===== src/rtl/ds_codec_pkg.sv =====
package ds_codec_pkg;
  localparam int WORD_HI = 4;
  localparam int WORD_LO = 2;

  typedef struct packed {
    logic load;
    logic shift;
    logic hiMode;
  } txStrobe_t;
endpackage


===== src/rtl/ds_tx_ctrl.sv =====
module ds_tx_ctrl
  import ds_codec_pkg::*;
#(
  parameter int CYC_LO = 4
) (
  input  logic       clk,
  input  logic       rstN,
  input  logic       txActive,
  input  logic       speedHi,
  output txStrobe_t  strb,
  output logic       drvEnable,
  output logic       txTake
);
  localparam int CYC_HI = CYC_LO / 2;
  localparam int TW = $clog2(CYC_LO);
  localparam int BW = $clog2(WORD_HI);

  logic          speedQ;
  logic [TW-1:0] timer;
  logic [BW-1:0] bitIdx;
  logic          lastTick, lastBit, start;

  assign lastTick = (timer == (speedQ ? TW'(CYC_HI - 1) : TW'(CYC_LO - 1)));
  assign lastBit  = (bitIdx == (speedQ ? BW'(WORD_HI - 1) : BW'(WORD_LO - 1)));
  assign start    = !drvEnable && txActive;

  always_comb begin
    strb.load   = start || (drvEnable && lastTick && lastBit && txActive);
    strb.shift  = drvEnable && lastTick && !lastBit;
    strb.hiMode = start ? speedHi : speedQ;
  end

  always_ff @(posedge clk) begin
    if (!rstN) begin
      drvEnable <= 1'b0;
      speedQ    <= 1'b0;
      timer     <= '0;
      bitIdx    <= '0;
      txTake    <= 1'b0;
    end else begin
      txTake <= strb.load;
      if (start) begin
        drvEnable <= 1'b1;
        speedQ    <= speedHi;
        timer     <= '0;
        bitIdx    <= '0;
      end else if (drvEnable) begin
        if (lastTick) begin
          timer <= '0;
          if (lastBit) begin
            bitIdx <= '0;
            if (!txActive) drvEnable <= 1'b0;
          end else begin
            bitIdx <= bitIdx + 1'b1;
          end
        end else begin
          timer <= timer + 1'b1;
        end
      end
    end
  end

  p_take_driving_r3: assert property (@(posedge clk) disable iff (!rstN)
    txTake |-> drvEnable);

  p_speed_hold_r5: assert property (@(posedge clk) disable iff (!rstN)
    (drvEnable && $past(drvEnable)) |-> $stable(speedQ));
endmodule


===== src/rtl/ds_tx_datapath.sv =====
module ds_tx_datapath
  import ds_codec_pkg::*;
(
  input  logic               clk,
  input  logic               rstN,
  input  txStrobe_t          strb,
  input  logic [WORD_HI-1:0] txWord,
  output logic               dataOut,
  output logic               strobeOut
);
  logic [WORD_HI-1:0] shreg, loadVec;
  logic               nextBit;

  always_comb begin
    loadVec = strb.hiMode ? txWord
                          : {txWord[WORD_LO-1:0], {(WORD_HI-WORD_LO){1'b0}}};
    nextBit = strb.load ? loadVec[WORD_HI-1] : shreg[WORD_HI-1];
  end

  always_ff @(posedge clk) begin
    if (!rstN) begin
      shreg     <= '0;
      dataOut   <= 1'b0;
      strobeOut <= 1'b0;
    end else begin
      if (strb.load)       shreg <= loadVec << 1;
      else if (strb.shift) shreg <= shreg << 1;
      if (strb.load || strb.shift) begin
        dataOut   <= nextBit;
        strobeOut <= strobeOut ^ (nextBit == dataOut);
      end
    end
  end

  p_one_line_r2: assert property (@(posedge clk) disable iff (!rstN)
    $countones({dataOut ^ $past(dataOut), strobeOut ^ $past(strobeOut)}) <= 1);
endmodule


===== src/rtl/ds_rx_path.sv =====
module ds_rx_path
  import ds_codec_pkg::*;
#(
  parameter int SYNC_STAGES = 2
) (
  input  logic               clk,
  input  logic               rstN,
  input  logic               dataIn,
  input  logic               strobeIn,
  input  logic               rxActive,
  input  logic               speedHi,
  input  logic               drvEnable,
  output logic [WORD_HI-1:0] rxWord,
  output logic               rxValid
);
  localparam int BW = $clog2(WORD_HI);

  logic [SYNC_STAGES-1:0] dSync, sSync;
  logic                   dNow, sNow, parQ, rxActQ, rxSpeedQ;
  logic                   rise, spd, bitEdge, take;
  logic [BW-1:0]          cnt, cntBase;
  logic [WORD_HI-1:0]     shreg, shNext;

  assign dNow    = dSync[SYNC_STAGES-1];
  assign sNow    = sSync[SYNC_STAGES-1];
  assign rise    = rxActive && !rxActQ;
  assign spd     = rise ? speedHi : rxSpeedQ;
  assign bitEdge = (dNow ^ sNow) != parQ;
  assign take    = bitEdge && rxActive && !drvEnable;
  assign cntBase = rise ? '0 : cnt;
  assign shNext  = {shreg[WORD_HI-2:0], dNow};

  always_ff @(posedge clk) begin
    if (!rstN) begin
      dSync    <= '0;
      sSync    <= '0;
      parQ     <= 1'b0;
      rxActQ   <= 1'b0;
      rxSpeedQ <= 1'b0;
      cnt      <= '0;
      shreg    <= '0;
      rxWord   <= '0;
      rxValid  <= 1'b0;
    end else begin
      dSync   <= {dSync[SYNC_STAGES-2:0], dataIn};
      sSync   <= {sSync[SYNC_STAGES-2:0], strobeIn};
      parQ    <= dNow ^ sNow;
      rxActQ  <= rxActive;
      rxValid <= 1'b0;
      if (rise) rxSpeedQ <= speedHi;
      if (take) begin
        shreg <= shNext;
        if (cntBase == (spd ? BW'(WORD_HI - 1) : BW'(WORD_LO - 1))) begin
          cnt     <= '0;
          rxValid <= 1'b1;
          rxWord  <= spd ? shNext
                         : {{(WORD_HI-WORD_LO){1'b0}}, shNext[WORD_LO-1:0]};
        end else begin
          cnt <= cntBase + 1'b1;
        end
      end else begin
        cnt <= cntBase;
      end
    end
  end

  p_valid_pulse_r7: assert property (@(posedge clk) disable iff (!rstN)
    rxValid |=> !rxValid);

  p_quiet_drive_r8: assert property (@(posedge clk) disable iff (!rstN)
    $past(drvEnable) |-> !rxValid);
endmodule


===== src/rtl/ds_link_codec.sv =====
module ds_link_codec
  import ds_codec_pkg::*;
#(
  parameter int CYC_LO      = 4,
  parameter int SYNC_STAGES = 2
) (
  input  logic       clk,
  input  logic       rstN,
  input  logic       speedHi,
  input  logic       txActive,
  input  logic [3:0] txWord,
  output logic       txTake,
  output logic       dataOut,
  output logic       strobeOut,
  output logic       drvEnable,
  input  logic       rxActive,
  input  logic       dataIn,
  input  logic       strobeIn,
  output logic [3:0] rxWord,
  output logic       rxValid
);
  txStrobe_t txStrb;

  ds_tx_ctrl #(.CYC_LO(CYC_LO)) u_ctrl (
    .clk(clk), .rstN(rstN), .txActive(txActive), .speedHi(speedHi),
    .strb(txStrb), .drvEnable(drvEnable), .txTake(txTake)
  );

  ds_tx_datapath u_txdp (
    .clk(clk), .rstN(rstN), .strb(txStrb), .txWord(txWord),
    .dataOut(dataOut), .strobeOut(strobeOut)
  );

  ds_rx_path #(.SYNC_STAGES(SYNC_STAGES)) u_rx (
    .clk(clk), .rstN(rstN), .dataIn(dataIn), .strobeIn(strobeIn),
    .rxActive(rxActive), .speedHi(speedHi), .drvEnable(drvEnable),
    .rxWord(rxWord), .rxValid(rxValid)
  );
endmodule


===== config.mk =====
export PLATFORM = sky130hd
export DESIGN_NAME = ds_link_codec
export DESIGN_NICKNAME = d
export VERILOG_FILES = /design/src/rtl/ds_codec_pkg.sv /design/src/rtl/ds_tx_ctrl.sv /design/src/rtl/ds_tx_datapath.sv /design/src/rtl/ds_rx_path.sv /design/src/rtl/ds_link_codec.sv
export SDC_FILE = /design/constraint.sdc
export NUM_CORES = 1
export LEC_CHECK = 0
export BUFFER_PORTS_ARGS = -buffer_cell sky130_fd_sc_hd__buf_2
export CAP_MARGIN = 20
export CORE_ASPECT_RATIO = 1.4
export CORE_MARGIN = 1
export CORE_UTILIZATION = 59
export CTS_BUF_LIST = sky130_fd_sc_hd__clkbuf_4 sky130_fd_sc_hd__clkbuf_8 sky130_fd_sc_hd__clkbuf_16
export CTS_CLUSTER_SIZE = 40
export DETAILED_ROUTE_END_ITERATION = 16
export PLACE_DENSITY = 0.79
export RECOVER_POWER = 100
export SKIP_LAST_GASP = 1
export SLEW_MARGIN = 20
export SYNTH_ARGS = -nofsm -noshare
export SYNTH_HDL_FRONTEND = slang
export SYNTH_SLANG_ARGS = --single-unit

===== constraint.sdc =====
create_clock -name clk -period 2.6 [get_ports clk]
set_input_delay 0.52 -clock clk [delete_from_list [all_inputs] [get_ports clk]]
set_output_delay 0.52 -clock clk [all_outputs]
set_load 0.02 [all_outputs]

==> implementation parameters, run 1 <==
Parameter                              Value

Timing
  Transition time at the pin with the least slew margin ... 705 ps
  Total Negative Setup Slacks ... 0 ps
  Endpoints failing hold ... 0
  Minimum clock period ... 1850 ps
  Achievable Freq ... 541 MHz
  Final cycle utilization of the critical path ... 0.711
  Setup Skew ... approximately 5.5 ps
  Slew HR ... 0.530
  RSZ-0062 raised after global routing ... false
  Final Max Tran Viols ... 0
  Setup Viol. Count Final ... 0

Setup path
  Critical path start-end classification ... reg2reg
  Kind of launch point of the worst setup path ... flip-flop
  Highest net fanout along the worst path ... 12
  Worst path required time ... 2820 ps
  Endpoint kind of the worst setup timing path ... flip-flop
  Worst EP arrival ... 2070 ps

Clocking
  H-tree depth ... 2
  CTS clk-pin slew, worst paths ... 90 ps
  Post-CTS setup-driven buffer insertion count ... 0
  Number of hold buffers added after CTS ... 0
  TritonCTS Buffers ... 5
  Clock buffer depth ... 2
  Worst-skew pair later-pin latency ... 320 ps
  CTS tree ... yes
  Root Buffer ... clkbuf_4
  Cts repair resizes ... 0
  Number of sinks handled by clock tree synthesis ... 29

Floorplanning
  Floorplan die width ... 43.2 um
  Total core area ... approximately 2200 um2
  Row count ... 20
  Y dimension of the die ... 59.7 um
  # IOs ... 20
  Effective utilization at floorplan ... 0.637
  Die Area ... approximately 2600 um2

Finish
  Final #Nets ... approximately 190
  Post-synthesis to final-layout area growth ... 9.19%
  Count of antenna diodes in the layout ... 0
  Final Core Density ... 0.695
  Total of fill cells in the finished design ... 199
  Fraction of final layout cells with drive strength greater than 1 ... 0.125

Logic synthesis
  Synth Area per Inst ... 8.99 um2
  Most instantiated flip-flop cell in the synthesis netlist ... dfxtp_1
  Synthesized cell area ... 1400 um2
  Number of synthesized flops with an enable pin ... 0
  Seq cells post-synth ... 29
  Count of different cell masters after synthesis ... 43
  Sequential share of the synthesized area ... 0.414
  Number of standard cells after synthesis ... ~160
  Synthesized net count ... 167
  Number of warning messages in the yosys log ... 0
  Share of flip-flops with an asynchronous set or reset ... 0

Hold path
  Min-delay worst type ... in2reg

Route
  Wire length after detailed routing ... approximately 2900 um
  Number of nets with antenna violations after detailed routing ... 0
  Per-cell routed wire length ... around 14 um
  DRC viols ... 0
  Initial drt markers ... 52
  Vias per std cell ... a little under 6
  Detailed-routing iteration count for the pre-antenna-repair pass ... 4
  Via count of the routed design ... 1,157

Power and ir drop
  Portion of total power attributed to sequential cells ... 0.553
  Cell internal power dissipation ... between 600 and 700 uW
  Fraction of power spent switching nets ... 0.257
  Total net switching power ... about 220 uW
  Leakage power summed over all cells ... 0.000591 uW
  Part of the power in combinational logic ... 0.119
  Peak supply drop ... 0.000404 V
  Total power density per cell area ... ~560 nW/um2
  Portion of total power attributed to the clock network ... 0.328

Flow run
  Maximum capacitance violations ... 0

Global route
  Largest net degree at the start of global routing ... 18
  Overall fraction of global-route tracks in use ... 0.249
  Global route overflow ... 0
  Number of antenna violations at the first check in global routing ... 0
  Wire length of the first global-routing pass ... 4760 um
  Number of global-route vias before repair ... 1,129

Placed design
  Total half-perimeter wirelength after legalization and detailed placement ... 2050 um
  Count of port buffers added during placement ... 19
  Final weighted congestion in routability-driven placement ... 0.823

Outcome
  Outcome ... complete, no violations
[synth_stat cells, types with 2 or more instances]
| master | n | area, um2 |
|---|---|---|
| xnor2_1 | 2 | 17.5 |
| mux2i_1 | 6 | 60.1 |
| nand2b_1 | 5 | 31.3 |
| o21ai_0 | 7 | 35.0 |
| xor2_1 | 3 | 26.3 |
| mux2_2 | 2 | 22.5 |
| or3_1 | 3 | 18.8 |
| and3_1 | 4 | 25.0 |
| dfxtp_1 | 29 | 581 |
| a21oi_1 | 11 | 55.1 |
| o211ai_1 | 2 | 15.0 |
| buf_2 | 3 | 15.0 |
| clkbuf_1 | 2 | 7.51 |
| and2b_1 | 2 | 15.0 |
| and2_1 | 10 | 62.6 |
| o22ai_1 | 2 | 12.5 |
| nor2b_1 | 5 | 31.3 |
| nand3_1 | 5 | 25.0 |
| inv_1 | 2 | 7.51 |
| a22oi_1 | 2 | 15.0 |
| nor2_1 | 16 | 60.1 |
| nand2_1 | 12 | 45.0 |
[final timing paths]
kind                       from               to  slack, ps  depth (start not counted)
setup reg to reg  u_ctrl.speedQ  u_txdp.shreg[3]        750                          5
hold / removal           dataIn    u_rx.dSync[0]        400                          2
setup / recovery  u_ctrl.speedQ  u_txdp.shreg[3]        750                          5
hold reg to reg   u_rx.dSync[0]    u_rx.dSync[1]        440                          1
[flip-flops by register name, indices dropped and copies added, names as in the netlist]
register,cells
u_rx.rxWord,4
u_rx.shreg,3
u_txdp.shreg,3
u_ctrl.bitIdx,2
u_ctrl.timer,2
u_rx.cnt,2
u_rx.dSync,2
u_rx.sSync,2
u_ctrl.drvEnable,1
u_ctrl.speedQ,1
u_ctrl.txTake,1
u_rx.parQ,1
u_rx.rxActQ,1
u_rx.rxSpeedQ,1
u_rx.rxValid,1
u_txdp.dataOut,1
u_txdp.strobeOut,1
[cell type report]
class | count | area, um2 | share of cell area
multi-input combinational | 119 | 774 | 0.506
sequential | 29 | 581 | 0.379
timing repair buffer | 19 | 82.6 | 0.0539
clock buffer | 7 | 58.8 | 0.0384
tap | 22 | 27.5 | 0.0180
inverter | 2 | 7.51 | 0.00490
[power by group through the flow]
stage,clock network [uW],logic [uW],registers [uW]
4_1_cts,290,107,478
3_3_place_gp,0,104,487
6_report,284,103,478
5_1_grt,307,116,481
3_5_place_dp,0,106,488
2_1_floorplan,0,75.9,489
[cell families after synthesis]
family	Yosys count	share of synthesized area
AO/OA/AOI/OAI	34	0.171
XOR/XNOR	6	0.0482
buffers and inverters	8	0.0250
flip-flops	29	0.414
multiplexers	8	0.0589
AND/OR/NAND/NOR	71	0.283
[cell usage in the layout, fill, tap and decap left out, types with 2 or more instances in the layout]
cell / instances
a21oi_1: 11
a22oi_1: 2
and2_0: 3
and2_1: 7
and2b_1: 2
and3_1: 4
buf_2: 9
clkbuf_1: 10
clkbuf_4: 6
dfxtp_1: 29
inv_1: 2
mux2i_1: 6
nand2_1: 12
nand2b_1: 5
nand3_1: 5
nor2_1: 16
nor2b_1: 5
o211ai_1: 2
o21ai_0: 7
o22ai_1: 2
or3_1: 3
xnor2_1: 2
xor2_1: 3
[layer usage]
metal,share of wire,track usage,vias up
li1,-,-,584
met1,0.40,0.243,549
met2,0.55,0.473,17
met3,0.025,0.0483,7
met4,0.022,0.143,0
met5,0,0,-
[worst max-delay path, stage by stage (launching register included)]
cell       delay (ps)
dfxtp_1           540
nand2b_1          190
a2bb2oi_1         380
nor2_1            140
mux2_2            290
o211a_1           200
[through the flow]
stage	cell area, um2	hold WS, ps	total power, uW	std cells	worst slack [ps]
floorplan	1400	412	565	156	874
global placement	1500	420	591	191	779
detailed placement	1500	422	595	191	742
CTS	1560	392	875	198	823
global route	1530	396	903	198	573
finish	1530	398	865	198	751
No activity file was read; power rests on OpenSTA's default activity.
==> run 2: changes to the inputs <==
--- a/config.mk
+++ b/config.mk
@@ -9,11 +9,11 @@
 export CAP_MARGIN = 20
 export CORE_ASPECT_RATIO = 1.4
 export CORE_MARGIN = 1
-export CORE_UTILIZATION = 59
+export CORE_UTILIZATION = 55
 export CTS_BUF_LIST = sky130_fd_sc_hd__clkbuf_4 sky130_fd_sc_hd__clkbuf_8 sky130_fd_sc_hd__clkbuf_16
 export CTS_CLUSTER_SIZE = 40
 export DETAILED_ROUTE_END_ITERATION = 16
-export PLACE_DENSITY = 0.79
+export PLACE_DENSITY = 0.74
 export RECOVER_POWER = 100
 export SKIP_LAST_GASP = 1
 export SLEW_MARGIN = 20
==> constraint.sdc (replaced) <==
create_clock -name clk -period 1.8 [get_ports clk]
set_input_delay 0.36 -clock clk [delete_from_list [all_inputs] [get_ports clk]]
set_output_delay 0.36 -clock clk [all_outputs]
set_load 0.02 [all_outputs]
==> implementation parameters, run 2 (synthesis gave the netlist of run 1 again) <==
Parameter                              Value

Route
  Wire length after detailed routing ... 2970 um
  Vias per std cell ... roughly 5.5
  Via count of the routed design ... 1,176
  Detailed-routing iteration count for the pre-antenna-repair pass ... 4
  Initial drt markers ... 39
  Per-cell routed wire length ... 13.8 um
  DRC viols ... 0
  Number of nets with antenna violations after detailed routing ... 0

Finish
  Leading registers by flop count ... u_rx.rxWord (4), u_rx.shreg (3), u_txdp.shreg (3)
  Fraction of final layout cells with drive strength greater than 1 ... 0.133
  Most common cell after layout, fill and taps aside ... dfxtp_1
  Largest register FFs ... 4
  Count of antenna diodes in the layout ... 0
  Total of fill cells in the finished design ... around 210
  Commonest cells after routing, fill and taps aside ... dfxtp_1 (29), nor2_1 (16), a21oi_1 (12), nand2_1 (12), clkbuf_1 (12)
  Cell area after layout ... 1580 um2
  Post-synthesis to final-layout area growth ... 12.5%
  Register bank with the most flops ... u_rx.rxWord
  Final #Nets ... 191

Floorplanning
  Floorplan die width ... approximately 45 um
  # IOs ... 20
  Effective utilization at floorplan ... 0.587
  Row count ... 21
  Total core area ... 2390 um2
  Die Area ... 2760 um2
  Y dimension of the die ... 61.8 um

Hold path
  Min-delay worst type ... in2reg
  Min-Delay Endpoint ... u_rx.sSync[0]
  Instance count along the most critical hold path ... 2
  Min-delay src ... strobeIn

Setup path
  Worst setup path start ... u_ctrl.speedQ
  Highest-delay cell along the critical path ... dfxtp_1
  Flop-to-flop setup slack ... 100 ps
  Worst path required time ... about 2100 ps
  Endpoint kind of the worst setup timing path ... flip-flop
  Worst EP arrival ... slightly below 2000 ps
  Crit-path max cell delay ... roughly 520 ps
  Startpoint of the worst-slack reg-to-reg timing path ... u_ctrl.speedQ
  Sequence of cells on the critical path ... nor3b_1, o2111ai_4, nand2_4, or3b_1, a21oi_1
  Cell type group with the largest total delay on the critical path ... simple AND/OR/NAND/NOR gates
  Highest net fanout along the worst path ... 12
  R2R Path End ... u_txdp.shreg[1]
  Critical path start-end classification ... reg2reg
  Number of buffers and inverters on the critical path ... 0
  Kind of launch point of the worst setup path ... flip-flop
  Number of cells traversed by the worst register-to-register path ... 5

Clocking
  CTS clk-pin slew, worst paths ... 100 ps
  H-tree depth ... 2
  Clock buffer depth ... 2
  Root Buffer ... clkbuf_4
  Number of hold buffers added after CTS ... 0
  Cts repair resizes ... 0
  Number of sinks handled by clock tree synthesis ... 29
  CTS tree ... yes
  Post-CTS setup-driven buffer insertion count ... 0
  TritonCTS Buffers ... 5
  Worst-skew pair later-pin latency ... 340 ps

Timing
  Total Negative Setup Slacks ... 0 ps
  Setup Skew ... 13.6 ps
  RSZ-0062 raised after global routing ... false
  Minimum clock period ... 1700 ps
  Slew HR ... 0.653
  Achievable Freq ... 588 MHz
  Final Max Tran Viols ... 0
  Final cycle utilization of the critical path ... 0.945
  Setup Viol. Count Final ... 0
  Transition time at the pin with the least slew margin ... 519 ps
  Endpoints failing hold ... 0

Global route
  Largest net degree at the start of global routing ... 17
  Number of antenna violations at the first check in global routing ... 0
  Number of global-route vias before repair ... 1,096
  Global route overflow ... 0
  Wire length of the first global-routing pass ... roughly 4700 um
  Overall fraction of global-route tracks in use ... 0.244

Power and ir drop
  Total power density per cell area ... 826 nW/um2
  Peak supply drop ... 0.000589 V
  Leakage power summed over all cells ... 0.000605 uW

Flow run
  Maximum capacitance violations ... 0

Outcome
  Outcome ... complete, no violations

Placed design
  Final weighted congestion in routability-driven placement ... 0.992
  Cell Area, Placed ... about 1500 um2
  Total half-perimeter wirelength after legalization and detailed placement ... roughly 2100 um
  Count of port buffers added during placement ... 19
run 2: cell type report:
type                            count  area, um2  share of cell area
Sequential cell                    29        581               0.368
Clock buffer                        7       65.1              0.0412
Clock inverter                      1       5.00             0.00317
Timing Repair Buffer               23        105              0.0666
Inverter                            2       7.51             0.00476
Tap cell                           34       42.5              0.0270
Multi-Input combinational cell    119        772               0.489
run 2: routing by layer:
| metal | up-vias | global-route usage | routed length, um |
|---|---|---|---|
| met4 | 0 | 0.134 | 68 |
| met1 | 548 | 0.262 | 1240 |
| met2 | 26 | 0.426 | 1570 |
| met3 | 8 | 0.0723 | 86 |
| met5 | - | 0 | 0 |
| li1 | 594 | - | - |
run 2: worst register-to-register path: cells and delay by family (launching register included):
family	cells	cell delay, ps
AO/OA/AOI/OAI	2	450
flip-flops	1	520
AND/OR/NAND/NOR	3	670
run 2: power breakdown:
group	internal [uW]	switching (uW)	total (uW)
clock network	226	230	456
registers	666	22.2	688
logic	66.6	92.4	159
total	959	345	1300
run 2: worst max path at each step:
stage	slack, ps	end	depth (start not counted)
after global routing	20	u_rx.rxWord[0]	5
after floorplan	70	u_txdp.shreg[2]	6
final	100	u_txdp.shreg[1]	5
after CTS	110	u_txdp.shreg[1]	5
after global placement	170	u_txdp.shreg[3]	5
after detailed placement	130	u_txdp.shreg[1]	5
run 2: per-stage QoR:
stage               instances  power, uW  setup WS [ps]  hold slack (ps)   util
floorplan                 156        816           73.9              412      -
global placement          207        863            167              417  0.645
detailed placement        207        868            128              431  0.645
CTS                       215       1320            107              220  0.675
global route              215       1370           22.5              237  0.660
finish                    215       1300           99.8              226  0.660
